File: src/rtl/sector_ecc_pkg.sv
package sector_ecc_pkg;

   typedef enum logic [1:0] {
      KIND_CLEAN = 2'd0,
      KIND_FIXED = 2'd1,
      KIND_CODE  = 2'd2,
      KIND_BAD   = 2'd3
   } res_kind_t;

   // Bits of a byte whose in-byte position has address bit k set.
   function automatic logic [7:0] lane_mask(input int k);
      logic [7:0] m;
      for (int i = 0; i < 8; i++) m[i] = ((i >> k) & 1) == 1;
      return m;
   endfunction

endpackage

File: src/rtl/sector_ecc_accum.sv
module sector_ecc_accum #(
   parameter int SECTOR_BYTES = 512,
   localparam int IDX_W = $clog2(SECTOR_BYTES),
   localparam int HALF_W = IDX_W + 3
) (
   input  logic              clk,
   input  logic              rst_n,
   input  logic              in_valid,
   input  logic              in_first,
   input  logic [7:0]        in_byte,
   input  logic              restart,
   output logic [HALF_W-1:0] odd_par,
   output logic [HALF_W-1:0] even_par
);
   import sector_ecc_pkg::*;

   logic [IDX_W-1:0]  byte_cnt;
   logic [IDX_W-1:0]  base_idx;
   logic [HALF_W-1:0] add_odd, add_even;
   logic              byte_par;
   logic              fresh;

   assign fresh    = in_first | restart;
   assign base_idx = fresh ? '0 : byte_cnt;
   assign byte_par = ^in_byte;

   generate
      for (genvar k = 0; k < 3; k++) begin : g_lane
         assign add_odd[k]  = ^(in_byte & lane_mask(k));
         assign add_even[k] = ^(in_byte & ~lane_mask(k));
      end
      for (genvar j = 0; j < IDX_W; j++) begin : g_row
         assign add_odd[3+j]  = byte_par &  base_idx[j];
         assign add_even[3+j] = byte_par & ~base_idx[j];
      end
   endgenerate

   always_ff @(posedge clk or negedge rst_n) begin
      if (!rst_n) begin
         byte_cnt <= '0;
         odd_par  <= '0;
         even_par <= '0;
      end else if (in_valid) begin
         byte_cnt <= base_idx + 1'b1;
         odd_par  <= (fresh ? '0 : odd_par)  ^ add_odd;
         even_par <= (fresh ? '0 : even_par) ^ add_even;
      end else if (restart) begin
         byte_cnt <= '0;
         odd_par  <= '0;
         even_par <= '0;
      end
   end

   AST_IDLE_HOLD: assert property (@(posedge clk) disable iff (!rst_n)
      (!in_valid && !restart) |=> ($stable(odd_par) && $stable(even_par)));

endmodule

File: src/rtl/sector_ecc_classify.sv
module sector_ecc_classify #(
   parameter int SECTOR_BYTES = 512,
   localparam int IDX_W = $clog2(SECTOR_BYTES),
   localparam int HALF_W = IDX_W + 3,
   localparam int CODE_W = 2 * HALF_W
) (
   input  logic                          clk,
   input  logic                          rst_n,
   input  logic                          cmp_req,
   input  logic [CODE_W-1:0]             calc_code,
   input  logic [CODE_W-1:0]             ref_code,
   output logic                          res_valid,
   output sector_ecc_pkg::res_kind_t     res_kind,
   output logic [IDX_W-1:0]              fix_byte,
   output logic [2:0]                    fix_bit
);
   import sector_ecc_pkg::*;

   logic [CODE_W-1:0] diff;
   logic [HALF_W-1:0] hi, lo;
   logic              halves_cpl, in_range, one_hot;
   res_kind_t         kind_d;

   assign diff       = calc_code ^ ref_code;
   assign hi         = diff[CODE_W-1:HALF_W];
   assign lo         = diff[HALF_W-1:0];
   assign halves_cpl = (hi ^ lo) == {HALF_W{1'b1}};
   assign one_hot    = $onehot(diff);

   generate
      if (SECTOR_BYTES == (1 << IDX_W)) begin : g_pow2
         assign in_range = 1'b1;
      end else begin : g_partial
         assign in_range = 32'(hi[HALF_W-1:3]) < SECTOR_BYTES;
      end
   endgenerate

   always_comb begin
      if (diff == '0)                  kind_d = KIND_CLEAN;
      else if (halves_cpl && in_range) kind_d = KIND_FIXED;
      else if (halves_cpl)             kind_d = KIND_BAD;
      else if (one_hot)                kind_d = KIND_CODE;
      else                             kind_d = KIND_BAD;
   end

   always_ff @(posedge clk or negedge rst_n) begin
      if (!rst_n) begin
         res_valid <= 1'b0;
         res_kind  <= KIND_CLEAN;
         fix_byte  <= '0;
         fix_bit   <= '0;
      end else begin
         res_valid <= cmp_req;
         if (cmp_req) begin
            res_kind <= kind_d;
            fix_byte <= (kind_d == KIND_FIXED) ? hi[HALF_W-1:3] : '0;
            fix_bit  <= (kind_d == KIND_FIXED) ? hi[2:0] : '0;
         end
      end
   end

   AST_RESULT_DUE: assert property (@(posedge clk) disable iff (!rst_n)
      cmp_req |=> res_valid);
   AST_NO_SPURIOUS: assert property (@(posedge clk) disable iff (!rst_n)
      !cmp_req |=> !res_valid);
   AST_MATCH_CLEAN: assert property (@(posedge clk) disable iff (!rst_n)
      (cmp_req && calc_code == ref_code) |=> res_kind == KIND_CLEAN);
   AST_FIELDS_QUIET: assert property (@(posedge clk) disable iff (!rst_n)
      (res_valid && res_kind != KIND_FIXED) |-> (fix_byte == '0 && fix_bit == '0));

endmodule

File: src/rtl/sector_hamming_ecc.sv
module sector_hamming_ecc #(
   parameter int SECTOR_BYTES = 512,
   localparam int IDX_W = $clog2(SECTOR_BYTES),
   localparam int HALF_W = IDX_W + 3,
   localparam int CODE_W = 2 * HALF_W
) (
   input  logic              clk,
   input  logic              rst_n,
   input  logic              in_valid,
   input  logic              in_first,
   input  logic [7:0]        in_byte,
   input  logic              code_take,
   input  logic              cmp_req,
   input  logic [CODE_W-1:0] ref_code,
   output logic [CODE_W-1:0] code_out,
   output logic              res_valid,
   output logic [1:0]        res_kind,
   output logic [IDX_W-1:0]  fix_byte,
   output logic [2:0]        fix_bit
);
   import sector_ecc_pkg::*;

   generate
      if (SECTOR_BYTES < 2) begin : g_bad_size
         $error("SECTOR_BYTES must be at least 2");
      end
   endgenerate

   logic [HALF_W-1:0] odd_par, even_par;
   logic              restart;
   res_kind_t         kind;

   assign restart  = code_take | cmp_req;
   assign code_out = ~{odd_par, even_par};
   assign res_kind = kind;

   sector_ecc_accum #(.SECTOR_BYTES(SECTOR_BYTES)) u_accum (
      .clk(clk), .rst_n(rst_n), .in_valid(in_valid), .in_first(in_first),
      .in_byte(in_byte), .restart(restart), .odd_par(odd_par), .even_par(even_par)
   );

   sector_ecc_classify #(.SECTOR_BYTES(SECTOR_BYTES)) u_class (
      .clk(clk), .rst_n(rst_n), .cmp_req(cmp_req), .calc_code(code_out),
      .ref_code(ref_code), .res_valid(res_valid), .res_kind(kind),
      .fix_byte(fix_byte), .fix_bit(fix_bit)
   );

   AST_TAKE_EMPTIES: assert property (@(posedge clk) disable iff (!rst_n)
      (restart && !in_valid) |=> code_out == {CODE_W{1'b1}});

endmodule

File: config.mk
export PLATFORM = sky130hd
export DESIGN_NAME = sector_hamming_ecc
export DESIGN_NICKNAME = d
export VERILOG_FILES = /design/src/rtl/sector_ecc_pkg.sv /design/src/rtl/sector_ecc_accum.sv /design/src/rtl/sector_ecc_classify.sv /design/src/rtl/sector_hamming_ecc.sv
export SDC_FILE = /design/constraint.sdc
export NUM_CORES = 1
export LEC_CHECK = 0
export ABC_CLOCK_PERIOD_IN_PS = 11100
export BUFFER_PORTS_ARGS = -buffer_cell sky130_fd_sc_hd__clkbuf_2
export CORE_AREA = 2 2 118 120
export DETAILED_ROUTE_END_ITERATION = 16
export DIE_AREA = 0 0 120 122
export GPL_TIMING_DRIVEN = 0
export PLACE_DENSITY = 0.53
export SETUP_SLACK_MARGIN = 0.5
export SYNTH_ARGS = -nofsm -noshare
export SYNTH_HDL_FRONTEND = slang
export SYNTH_SLANG_ARGS = --single-unit
File: constraint.sdc
create_clock -name clk -period 11.1 [get_ports clk]
set_input_delay 2.22 -clock clk [delete_from_list [all_inputs] [get_ports clk]]
set_output_delay 2.22 -clock clk [all_outputs]
set_load 0.1 [all_outputs]
# Word level (Yosys, flattened, before mapping)
# Cells that the tools add are included.
[word_totals]
register_bits = 48
output_inout_bits = 39
word_cells = 90
[op_classes]
add_sub_neg = 24
eq_ne = 3
mux = 13
bitwise = 34
n_reduce_logical = 9
[ops]
columns = ["op", "n"]
rows = [
  ["12-bit two-way mux", 5],
  ["8-bit XOR reduction", 7],
  ["5-bit adder", 11],
  ["9-bit two-way mux", 4],
  ["12-bit XOR", 3],
  ["1-bit by 1-bit adder with 2-bit output", 12],
  ["24-bit logical NOT", 1],
  ["24-bit inverter", 1],
  ["24-bit XOR", 1],
  ["1-bit bitwise AND", 18],
  ["12-bit == test, second input constant", 1],
  ["9-bit by 1-bit adder with 9-bit output, second input constant", 1],
  ["1-bit inverter", 9],
  ["5-bit by 1-bit == test with 1-bit output, second input constant", 1],
  ["2-bit two-way mux", 2],
  ["3-bit two-way mux", 1],
  ["2-bit by 1-bit == test with 1-bit output, second input constant", 1],
  ["1-bit OR", 2],
  ["2-bit nonzero test", 1],
  ["1-bit two-way mux", 1],
]

# Logic depth before layout (Yosys ltp)
# Gate-level depths: netlist (run 1).
[logic_depth]
word_depth = 13
depth_mapped = 19

# Hierarchy
# From an unflattened synthesis (run 1), not the netlist that was laid out.
[hier_totals]
cells_unflattened = 423
hier_area_um2 = 3981.3
[by_module_without_submodules]
columns = ["mod", "n_inst", "cells_each", "area_per_inst_um2", "seq_area_each_um2"]
rows = [
  ["sector_ecc_accum", 1, 227, 1995.7, 825.8],
  ["sector_ecc_classify", 1, 171, 1889.3, 375.4],
  ["sector_hamming_ecc", 1, 25, 96.3, 0.0],
]

# Worst setup path before layout (run 1)
# No wires, ideal clock.
[synth_timing]
path_type = "input port to flip-flop"
from = "input ref_code[22]"
to = "register u_class.res_kind[0]"
setup_time_ns = 0.129
arrival_ns = 6.615
setup_slack_ns = 4.356
stages = 16
path_cell_list = "xor2_1 -> inv_1 -> ha_1 -> fa_1 -> inv_1 -> fa_1 -> fa_1 -> fa_1 -> inv_1 -> fa_1 -> ha_1 -> fa_1 -> nor3_1 -> a311oi_1 -> a211oi_1 -> a21oi_1"
[synth_via]
elab_chain_len = 9
word_cells_on_any_way = 12
[synth_lines]
columns = ["item", "line_no", "source"]
rows = [
  ["from (decl)", "sector_hamming_ecc.sv:14", "input logic [CODE_W-1:0] ref_code,"],
  ["24-bit XOR *", "sector_ecc_classify.sv:24", "assign diff = calc_code ^ ref_code;"],
  ["1-bit by 1-bit adder with 2-bit output (implied by the code)", "sector_ecc_classify.sv:28", "assign one_hot = $onehot(diff);"],
  ["5-bit adder (implied by the code) (3 in a row)", "sector_ecc_classify.sv:28", ""],
  ["5-bit by 1-bit == test with 1-bit output", "sector_ecc_classify.sv:28", ""],
  ["1-bit two-way mux", "sector_ecc_classify.sv:42", "else if (one_hot) kind_d = KIND_CODE;"],
  ["2-bit two-way mux", "sector_ecc_classify.sv:40", "else if (halves_cpl && in_range) kind_d = KIND_FIXED;"],
  ["2-bit two-way mux *", "sector_ecc_classify.sv:39", "if (diff == '0) kind_d = KIND_CLEAN;"],
  ["to (signal assigned)", "sector_ecc_classify.sv:55", "res_kind <= kind_d;"],
  ["to (decl)", "sector_ecc_classify.sv:13", "output sector_ecc_pkg::res_kind_t res_kind,"],
]
# Every way passes the cells marked *; elsewhere a longest branch is shown, timed or not.
# A chain may end at the register's enable or synchronous reset.

# Worst setup path after layout (run 1)
[layout_timing]
from = "input ref_code[21]"
to = "register u_class.res_kind[0]"
# The elaborated chain is that of the path after synthesis.

==> summary by stage, run 1 <==
Min path
The worst hold path belongs to the class flip-flop to flip-flop.

Timing
The post-route clock skew is 6.81 ps. The final number of hold-violating endpoints is 0. Setup repair after global routing left no endpoint under its margin. The worst path uses 63.0% of the clock period.

The maximum clock frequency is approximately 140 MHz. The tightest slew margin relative to the limit is about half. In the post-route analysis, the smallest setup slack over all paths is between 4000 and 5000 ps. The number of max-slew violations in the final report is 0. The post-route setup TNS is 0 ps. Setup violations remaining at the end of the flow were counted as 0.

The minimum clock period is 6990 ps. The actual slew at the worst max-slew pin is between 700 and 800 ps.

Placed design
The wire-length estimate of the detail-placed layout is about 8600 um. The count of buffers added on input and output ports is 76. The global placement routability congestion is about 0.84. In this run, placement finished with an instance count of approximately 670. Timing analysis after detailed placement gives a worst setup slack of ~3700 ps.

Worst setup path
The endpoint kind of the worst setup timing path is a flip-flop. The total number of cells along the worst setup path is 17. Walking the worst path, the cells encountered are clkbuf_2, xor2_1, inv_1, ha_1, fa_1, inv_1, fa_1, fa_1, fa_1, inv_1, fa_1, ha_1, fa_1, nor3_1, a311oi_1, a211oi_1, a21oi_1.

The cell repeated most along the worst path is fa_1. The slowest stage of the critical path belongs to the cell xor2_1. The register-to-register path setup slack is approximately 5600 ps. The worst endpoint data arrival time is 7160 ps. The worst setup path is launched from a primary input. STA puts the critical path data required time at around 11000 ps. The maximum single-stage delay on the critical path is around 550 ps.

The highest fanout seen on the critical path is 4. The cell type group with the largest total delay on the critical path is adder cells. In this run the critical register-to-register path is launched from u_accum.odd_par[9]. The critical path contains buffers and inverters numbering 4 combined. The endpoint of the worst register-to-register path is u_class.res_kind[0]. The worst setup path endpoint is u_class.res_kind[0]. The logic depth of the worst register-to-register path is 16. The startpoint of the most critical setup path is ref_code[21].

The worst setup path is of the primary input to flip-flop kind.

Routing
After detailed routing, the average wire length per cell comes to 15.7 um. The pre-antenna-repair detailed-routing pass consisted of 4 iterations. The violation count after the first detailed-route iteration is approximately 140. The post-detailed-route DRC marker count is 0. The number of antenna-violating nets in the routed design is 0. The via count normalized by instance count is 4.78.

The total wire length after detailed routing is 10700 um. The routed layout has approximately 3300 vias.

Floorplanning
The die boundary width is roughly 120 um. From bottom edge to top edge, the die measures 122 um. The row count is 43. In this run the count of I/O pins placed on the die edge is a little under 80. The initial cell density of the core is 29.2%.

The floorplan step defined a die boundary enclosing roughly 15000 um2. The area of the core is between 10000 and 15000 um2.

Clock tree
The clock sink total is 48. Clock tree synthesis inserted a total of 5 buffers. The later pin in the worst-skew pair is clocked with a latency of about 290 ps. Clock-pin slew was measured on the worst setup and hold paths at 60 ps. After clock tree synthesis, the repair step resized 0 gates.

Post-CTS timing repair inserted 0 buffers for setup. Clock tree synthesis selected as its root buffer the cell clkbuf_16. The TritonCTS clock tree is yes.

Hold repair after CTS inserted 0 buffers. The H-tree depth is 2. The maximum buffer depth of the clock tree is 2.

Synth
For this run, asynchronously set or reset flops after synthesis account for between 90% and 100%. The simple logic cell fraction of the synthesized area is a little under a tenth. Counting flops and latches in the post-synthesis netlist gives 48. The synthesized design contains 0 enable-type register cells. In the synthesized netlist the dominant register cell turns out to be dfrtp_1.

The total number of yosys warnings is 0. Sorting the synthesized cells by area gives the leading types as dfrtp_1 (30%), ha_1 (9.8%), fa_1 (9.7%). Sorting the synthesized cells by how often they occur yields inv_1 (79), dfrtp_1 (48), nand2_1 (39), ha_1 (31), xor2_1 (26). The share of synthesized area spent on multiplexers is 0%. The post-synthesis cell type with the largest combined area is dfrtp_1.

Summing the areas of all fa, ha and maj instances in the mapped netlist gives approximately a fifth of the synthesized area. Summing the areas of all compound-gate instances in the mapped netlist gives between 10% and 20% of the synthesized area. The mapped netlist covers between 3000 and 4000 um2.

The net count after synthesis is ~510. Of the total synthesized cell area, the portion taken by XOR and XNOR cells is 12.7%. The number of distinct library cells after synthesis is 39. The mean cell area of the mapped netlist is between 9 and 10 um2. The leading cell type by number of instances after synthesis is inv_1. The proportion of netlist area held by the largest area contributor is a little under a third. By area, the combinational part of the netlist is dominated by adder cells.

Sequential cells were found to cover between 30% and 40% of the synthesized design area. The number of instances in the synthesized netlist is 417.

Layout
The utilization of the core after routing is approximately a third. The filler cell count is approximately 1400. For this run, the post-layout net count is 589. The number of antenna diodes in the final layout is 0. The fraction of layout instances using a drive strength above 1 is 21.9%. Excluding fillers, the count of instances in the completed layout stands at 682.

The area growth from synthesis to layout is 19.6%.

Power
The worst IR drop on VDD is between 0.2 and 0.25 mV. The total power of the final layout is 1.40 mW. The power per standard cell area is roughly 300 nW/um2. The leakage power of the design is around 2.3 nW.

Global route
The largest net degree at the start of global routing is a little under 50. The first global-routing pass estimated around 17000 um of wire. The number of global-route vias before repair is ~3300.

The number of antenna violations at the first check in global routing is 0. Summed over all layers, the global routing overflow is 0. The total global-route track usage is 15.0%.

Flow run
Across the run, the number of max-cap violations was 0.

Outcome
The flow ran to the end, and the final reports show no timing, DRC or antenna violations.
## kinds of logic after synthesis
kind of cell    after synthesis
buf+inv                      98
compound gates               91
simple gates                 77
xor+xnor                     53
fa+ha+maj                    50
flops                        48
## flip-flops by register name (all words and copies together) (netlist names)
name	count
u_class.fix_byte	9
u_class.fix_bit	3
u_accum.odd_par	12
u_accum.even_par	12
u_class.res_kind	2
u_class.res_valid	1
u_accum.byte_cnt	9
## per-stage QoR
| step | area (um2) | hold WS [ps] |
|---|---|---|
| 2_1_floorplan | 3940 | 483 |
| 3_3_place_gp | 4550 | 478 |
| 3_5_place_dp | 4550 | 477 |
| 4_1_cts | 4690 | 495 |
| 5_1_grt | 4710 | 507 |
| 6_report | 4710 | 490 |
## cell type report
cell class | instances | area (um2) | area share [%]
tap | 180 | 225 | 4.78
clock buffer | 8 | 146 | 3.11
buffer | 17 | 82.6 | 1.75
sequential | 48 | 1200 | 25.5
multi-input combinational | 271 | 2350 | 49.9
timing repair buffer | 77 | 400 | 8.49
inverter | 81 | 304 | 6.45
## how the worst min path moves through the flow
| stage | startpoint | endpoint | slack (ps) | depth (start not counted) |
|---|---|---|---|---|
| 5_1_grt | u_class.fix_byte[3] | u_class.fix_byte[3] | 510 | 1 |
| 3_3_place_gp | u_class.fix_byte[8] | u_class.fix_byte[8] | 480 | 1 |
| 6_report | u_class.fix_byte[8] | u_class.fix_byte[8] | 490 | 1 |
| 3_5_place_dp | u_class.fix_byte[8] | u_class.fix_byte[8] | 480 | 1 |
| 2_1_floorplan | u_accum.odd_par[8] | u_accum.odd_par[8] | 480 | 1 |
| 4_1_cts | u_class.fix_bit[2] | u_class.fix_bit[2] | 490 | 1 |
## where the power goes
part           internal [mW]  switching, mW
clock network         0.0900         0.0629
registers              0.191         0.0227
logic                  0.414          0.623
## metal layers
metal	vias to the layer above	GRT usage [%]	routed length, um
met5	-	0	0
met4	0	4.12	153
met3	9	2.11	455
met2	73	25.1	5230
met1	1602	20.3	4900
li1	1574	-	-
## cell usage in the layout (no fill, tap or decap), types with 3 or more instances in the layout
| cell | count |
|---|---|
| nor2_1 | 5 |
| clkbuf_1 | 13 |
| a32oi_1 | 9 |
| dfrtp_1 | 48 |
| o211ai_1 | 9 |
| o21ai_0 | 19 |
| nand3_1 | 11 |
| a21oi_1 | 3 |
| o2111ai_1 | 9 |
| a32o_1 | 7 |
| clkbuf_2 | 75 |
| nor3_1 | 4 |
| xnor2_1 | 22 |
| xor2_1 | 26 |
| xnor2_2 | 4 |
| buf_2 | 4 |
| nand2_1 | 39 |
| fa_1 | 19 |
| ha_1 | 31 |
| clkbuf_16 | 5 |
| inv_1 | 79 |
| o21ai_1 | 15 |
| o2bb2ai_1 | 3 |
| and2_1 | 4 |
| o2bb2ai_2 | 9 |
| nand4_1 | 6 |
| nor4_2 | 3 |
Note: power is estimated with default switching activity, not from simulation.
==> run 2: changes to the inputs <==
- ABC_CLOCK_PERIOD_IN_PS: 11100 -> 5750
- PLACE_DENSITY: 0.53 -> 0.55
- clock period: 11.1 -> 5.75 ns (I/O delays scaled with it)
==> run 2 against run 1 <==
Final area grew 10%; sequential share of layout area shrank 2.4 points; clock power grew 98%; clock-buffer cell count shrank 1; clock skew shrank 3.5 ps.
==> summary by stage, run 2 (synthesis results as in run 1) <==
Timing
The worst path uses 90.9% of the clock period. The smallest setup slack after layout is 525 ps (-3580 ps). The tightest slew margin relative to the limit is 43.2% (-4.9 points). The post-route clock skew is 3.32 ps (-3.49 ps). Setup repair after global routing could not meet its margin everywhere. The post-route setup TNS is 0 ps (unchanged). The final number of hold-violating endpoints is 0 (unchanged). The actual slew at the worst max-slew pin was 852 ps (+75.8 ps). The number of endpoints failing setup at the final stage came to 0 (unchanged). After layout, the minimum clock period comes to around 5200 ps. Timing would allow up to 191 MHz. The number of max-slew violations in the final report is 0 (unchanged).

Layout
The final non-filler cell area was 5200 um2 (+10%). The number of diodes added for antenna fixing is 0 (unchanged). Leaving out fill and tap cells, the most frequent cells in the layout are inv_1 (76), clkbuf_2 (74), dfrtp_1 (48).

In the final layout, the registers with the most flip-flops are u_accum.even_par (12), u_accum.odd_par (12). The post-layout net count is 605 (+2.7%). The area growth from synthesis to layout is 31.9%. The fraction of layout instances using a drive strength above 1 is 30.8% (+8.8 points).

Leaving out fill and tap cells, the most frequent cell in the layout is inv_1.

Worst setup path
The worst endpoint data arrival time is 5390 ps (-1770 ps). The startpoint of the most critical setup path is ref_code[13]. The sort of element at the start of the critical path is a primary input. The highest fanout seen on the critical path is 2 (-2). The worst setup path is captured at a flip-flop.

The kind of critical path is primary input to flip-flop. The worst endpoint required time is 5920 ps (-5350 ps). In this run the critical register-to-register path is launched from u_accum.odd_par[11].

Clock tree
The root buffer cell is clkbuf_16. The clock transition at the register clock pins on the worst setup and hold paths after CTS came to 60 ps (about the same). TritonCTS built the clock tree. The H-tree depth is 2 (unchanged). The CTS buffer count was 5 (unchanged). The maximum buffer depth of the clock tree is 2 (unchanged). The clock sink total is 48 (unchanged). The clock network latency to the later pin of the worst-skew pair is 290 ps (about the same).

Floorplanning
The overall die height is 122 um (unchanged). The row count is 43 (unchanged). The die area came to 14600 um2 (unchanged).

The die boundary width came to 120 um (unchanged). The initial cell density of the core is 29.2% (unchanged). The number of top-level design ports was 77 (unchanged). The area of the core is 13500 um2 (unchanged).

Power
The worst IR drop on VDD is 0.600 mV (+140%). The leakage power of the design came to 2.43 nW (+6.9%). The power per standard cell area is 604 nW/um2 (+100%).

Routing
The detailed-router iteration count before antenna repair was 4 (unchanged). The via count normalized by instance count is 4.65 (-2.6%). The post-detailed-route wirelength per cell is 15.3 um (-2.6%).

The via total after detailed routing is 3244 (-0.43%). The violation count after the first detailed-route iteration came to 137 (-1.4%). The post-detailed-route DRC marker count was 0 (unchanged).

The number of antenna-violating nets in the routed design is 0 (unchanged). The total wire length after detailed routing is 10700 um (-0.49%).

Placed design
The area of placed instances is 4830 um2 (+6.3%). The pre-CTS worst setup slack was -11.8 ps (-3720 ps). The total of buffers placed on input and output ports came to 76 (unchanged). The detailed placer's ending HPWL is 8570 um (-0.14%). The global placement routability congestion was 0.938 (+12%).

Global route
The wire length of the first global-routing pass is 17400 um (+1.7%). The number of antenna violations at the first check in global routing is 0 (unchanged). The total congestion overflow was 0 (unchanged). The largest net degree at the start of global routing is 49 (unchanged).

The number of global-route vias before repair came to 3394 (+2.6%). The total global-route track usage is 15.3% (+0.30 points).

Outcome
The run finished with clean final reports.

Min path
The startpoint of the worst hold path is u_class.fix_byte[0]. The path class of the tightest hold or removal check is flip-flop to flip-flop.

Flow run
The count of max-cap constraint violations is 0 (unchanged).
[run 2: changes by cell type in the layout (fill, tap and decap cells not counted), sizes merged]
cell,change
clkbuf,-1
buf,+16
[run 2: critical path, cell delays in order]
cell and delay, ps:
clkbuf_2 130, xnor2_4 140, buf_4 150, ha_1 170, inv_1 90, fa_1 450, fa_1 510, fa_1 510
fa_1 510, inv_1 50, fa_1 480, ha_2 190, fa_2 430, nor2_2 100, nand3_1 90, a211oi_2 150
a21oi_1 90
[run 2: final timing paths]
path,to,slack (ps),cells after the start
max,u_class.res_kind[0],530,17
min,u_class.fix_byte[0],500,1
max reg2reg,u_class.res_kind[0],970,16
min in group asynchronous,u_accum.even_par[7],750,1
min reg2reg,u_class.fix_byte[0],500,1
max in group asynchronous,u_class.fix_byte[3],4480,2
[run 2: per-layer routing]
layer | vias up | share of wire, % | GRT usage, %
met3 | 15 | 3.4 | 2.29
met5 | - | 0 | 0
met1 | 1566 | 43 | 19.2
li1 | 1594 | - | -
met4 | 0 | 2.4 | 5.37
met2 | 69 | 51 | 26.8
[run 2: stage by stage]
| stage | util, % | hold slack (ps) | std cells | power (mW) |
|---|---|---|---|---|
| finish | 38.5 | 496 | 697 | 3.14 |
| floorplan | - | 483 | 417 | 2.13 |
| global placement | 35.8 | 480 | 673 | 2.47 |
| detailed placement | 35.8 | 481 | 673 | 2.58 |
| global route | 38.5 | 517 | 697 | 3.48 |
| CTS | 38.1 | 501 | 693 | 3.00 |
[run 2: area by class of cell]
cell class | instances | area (um2)
fillers | 1338 | 8310
multi-input cells | 271 | 2700
flip-flops and latches | 48 | 1200
repair buffers | 93 | 529
inverters | 81 | 304
well taps | 180 | 225
clock buffers | 7 | 153
plain buffers | 17 | 82.6
[run 2: what timing repair did]
item,in CTS,in global routing
endpoints found under the hold margin,0,0
pin swaps,17,6
buffers inserted,13,3
endpoints found under the setup margin,1,1
resized for setup,10,2
hold buffers,0,0
[run 2: power breakdown]
group / internal [mW] / total, mW / switching [mW]
combinational: 1.04 / 2.41 / 1.37
clock: 0.183 / 0.303 / 0.120
sequential: 0.368 / 0.426 / 0.0582
total: 1.59 / 3.14 / 1.55
==> run 3: changes to the inputs <==
- MAX_ROUTING_LAYER: not set -> met4
- PLACE_DENSITY: 0.55 -> not set
==> run 3 against run 2 <==
Sequential share of layout area down 0.11 points; clock-buffer cell count fell by 1; clock skew about the same; final area is 0.48% higher.
==> summary by stage, run 3 (synthesis results as in run 1) <==
Outcome
The run finished with clean final reports.

Worst setup path
The number of buffer and inverter stages on the critical path is 4 (unchanged). The endpoint of the worst register-to-register path is u_class.res_kind[0]. The startpoint identified for the worst register-to-register timing path is u_accum.even_par[11]. The worst endpoint required time is 5920 ps (about the same). The cell type group with the largest total delay on the critical path is adder cells. By startpoint and endpoint, the worst setup path is classified as primary input to flip-flop.

Traced cell by cell, the critical path runs through clkbuf_2, xnor2_2, inv_1, ha_1, inv_1, fa_1, fa_1, fa_1, fa_1, inv_1, fa_1, ha_2, fa_2, nor2_1, nand3_1, a211oi_2, a21oi_1. The slowest stage of the critical path belongs to the cell fa_1. In this design, the critical path's most frequently occurring cell is fa_1.

The highest fanout seen on the critical path was 3 (+1). The worst endpoint data arrival time was 5420 ps (+30 ps). The sort of element at the start of the critical path is a primary input. The logic depth of the worst register-to-register path is 16 (unchanged). The maximum single-stage delay on the critical path is 530 ps (+20 ps). The register-to-register path setup slack was 910 ps (-60 ps). The endpoint kind of the worst setup timing path is a flip-flop.

Floorplanning
The die area is 14600 um2 (unchanged). The number of top-level design ports is 77 (unchanged). The area of the core is 13500 um2 (unchanged).

The initial cell density of the core came to 29.2% (unchanged). The row count came to 43 (unchanged). The overall die height is 122 um (unchanged). The die boundary width came to 120 um (unchanged).

Routing
The via total after detailed routing came to 3315 (+2.2%). The total wire length after detailed routing is 10700 um (+0.53%). The number of antenna-violating nets in the routed design is 0 (unchanged). The post-detailed-route wirelength per cell was 15.4 um (+0.68%). The via count normalized by instance count came to 4.76 (+2.3%).

The violation count after the first detailed-route iteration is 209 (+53%). The post-detailed-route DRC marker count came to 0 (unchanged). The detailed-router iteration count before antenna repair was 5 (+1).

Timing
The portion of the clock cycle consumed by the worst path in the final layout is 91.3% (+0.43 points). The post-route clock skew is 3.27 ps (-0.0516 ps). The tightest slew margin relative to the limit is 43.9% (+0.69 points). The post-route setup TNS came to 0 ps (unchanged).

The number of max-slew violations in the final report was 0 (unchanged). The final number of hold-violating endpoints is 0 (unchanged). The minimum clock period is 5250 ps (+24.9 ps). The actual slew at the worst max-slew pin is 842 ps (-10.3 ps). The maximum clock frequency is 190 MHz (-0.47%).

Setup repair after global routing could not meet its margin everywhere. The number of endpoints failing setup at the final stage is 0 (unchanged). The worst hold slack after final layout was 495 ps (-0.542 ps).

Placed design
The detailed placer's ending HPWL is 8660 um (+1.1%). The total of buffers placed on input and output ports is 76 (unchanged). The global placement routability congestion is 0.910 (-3.0%).

Min path
The startpoint of the worst hold path is u_class.fix_byte[7]. The path category of the worst min-delay check is flip-flop to flip-flop. The worst hold path terminates at u_class.fix_byte[7].

The hold path depth is 1 (unchanged).

Power
The leakage power of the design is 2.43 nW (about the same). The worst IR drop on VDD is 0.740 mV (+23%). The power per standard cell area came to 596 nW/um2 (-1.4%).

Clock tree
The CTS buffer count is 5 (unchanged). The clock transition at the register clock pins on the worst setup and hold paths after CTS was 60 ps (about the same). The TritonCTS clock tree is yes. The maximum buffer depth of the clock tree is 2 (unchanged). The tree is rooted in a clkbuf_16. The clock network latency to the later pin of the worst-skew pair was 280 ps (about the same). The clock sink total is 48 (unchanged). The H-tree depth is 2 (unchanged).

Global route
The number of antenna violations at the first check in global routing is 0 (unchanged). The wire length of the first global-routing pass is 17800 um (+2.1%). The number of global-route vias before repair came to 3438 (+1.3%). The total global-route track usage is 15.9% (+0.61 points). The total congestion overflow is 0 (unchanged). The largest net degree at the start of global routing is 49 (unchanged).

Layout
In the final layout, the registers with the most flip-flops are u_accum.even_par (12), u_accum.odd_par (12). The fraction of layout instances using a drive strength above 1 is 31.4% (+0.64 points). The number of diodes added for antenna fixing came to 0 (unchanged). In the layout the commonest cells are inv_1 (74), clkbuf_2 (71), dfrtp_1 (48).

Compared with the post-synthesis result, the final layout area differs by 32.5%. The most common cell after layout, fill and taps aside is inv_1. The post-layout net count came to 603 (-0.33%).

Flow run
The count of max-cap constraint violations is 0 (unchanged).
## run 3: cell count changes in the layout (fill, tap and decap cells not counted), moves of 2 or more
cell      before  now
ha_2           2    4
ha_1          29   27
clkinv_2       0    2
inv_1         76   74
buf_4         18   16
clkbuf_8       3    5
inv_2          5    7
clkbuf_2      74   71
## run 3: worst max path at each step
stage / start / end / slack (ps) / cells after the start
4_1_cts: ref_code[3] / u_class.res_kind[0] / 500 / 17
5_1_grt: ref_code[21] / u_class.res_kind[0] / 330 / 17
3_3_place_gp: ref_code[17] / u_class.res_kind[0] / 60 / 17
6_report: ref_code[11] / u_class.res_kind[0] / 500 / 17
2_1_floorplan: ref_code[2] / u_class.res_kind[0] / 480 / 16
3_5_place_dp: ref_code[2] / u_class.res_kind[0] / 30 / 17
## run 3: layer usage
| metal | part of all wire (%) | track usage [%] | up-vias |
|---|---|---|---|
| met5 | 0 | - | - |
| met4 | 1.8 | 4.26 | 0 |
| met3 | 3.5 | 1.87 | 14 |
| met2 | 52 | 27.7 | 82 |
| met1 | 42 | 19.6 | 1629 |
| li1 | - | - | 1590 |
## run 3: stage by stage
step / cell area [um2] / power [mW] / std cells / utilization, % / setup slack [ps]
after floorplan: 4230 / 2.13 / 417 / - / 481
after global placement: 4830 / 2.48 / 673 / 35.8 / 57.8
after detailed placement: 4830 / 2.58 / 673 / 35.8 / 34.9
after CTS: 5190 / 3.07 / 694 / 38.4 / 501
after global routing: 5220 / 3.50 / 696 / 38.7 / 332
final: 5220 / 3.11 / 696 / 38.7 / 501
## run 3: report_power, final
part / switching (mW) / internal (mW)
clock: 0.124 / 0.172
combinational: 1.38 / 1.01
sequential: 0.0604 / 0.368
total: 1.56 / 1.55
## run 3: cell type report
| cell class | count | area [um2] |
|---|---|---|
| Buffer | 17 | 82.6 |
| Clock buffer | 6 | 139 |
| Clock inverter | 2 | 10.0 |
| Fill cell | 1378 | 8280 |
| Inverter | 81 | 304 |
| Multi-Input combinational cell | 271 | 2720 |
| Sequential cell | 48 | 1200 |
| Tap cell | 180 | 225 |
| Timing Repair Buffer | 91 | 541 |
## run 3: what timing repair did
action	in CTS	in global routing
buffers inserted	13	1
hold buffers	0	0
gates cloned	0	0
pin swaps	18	4
endpoints found under the setup margin	1	1
gates resized for setup	17	3
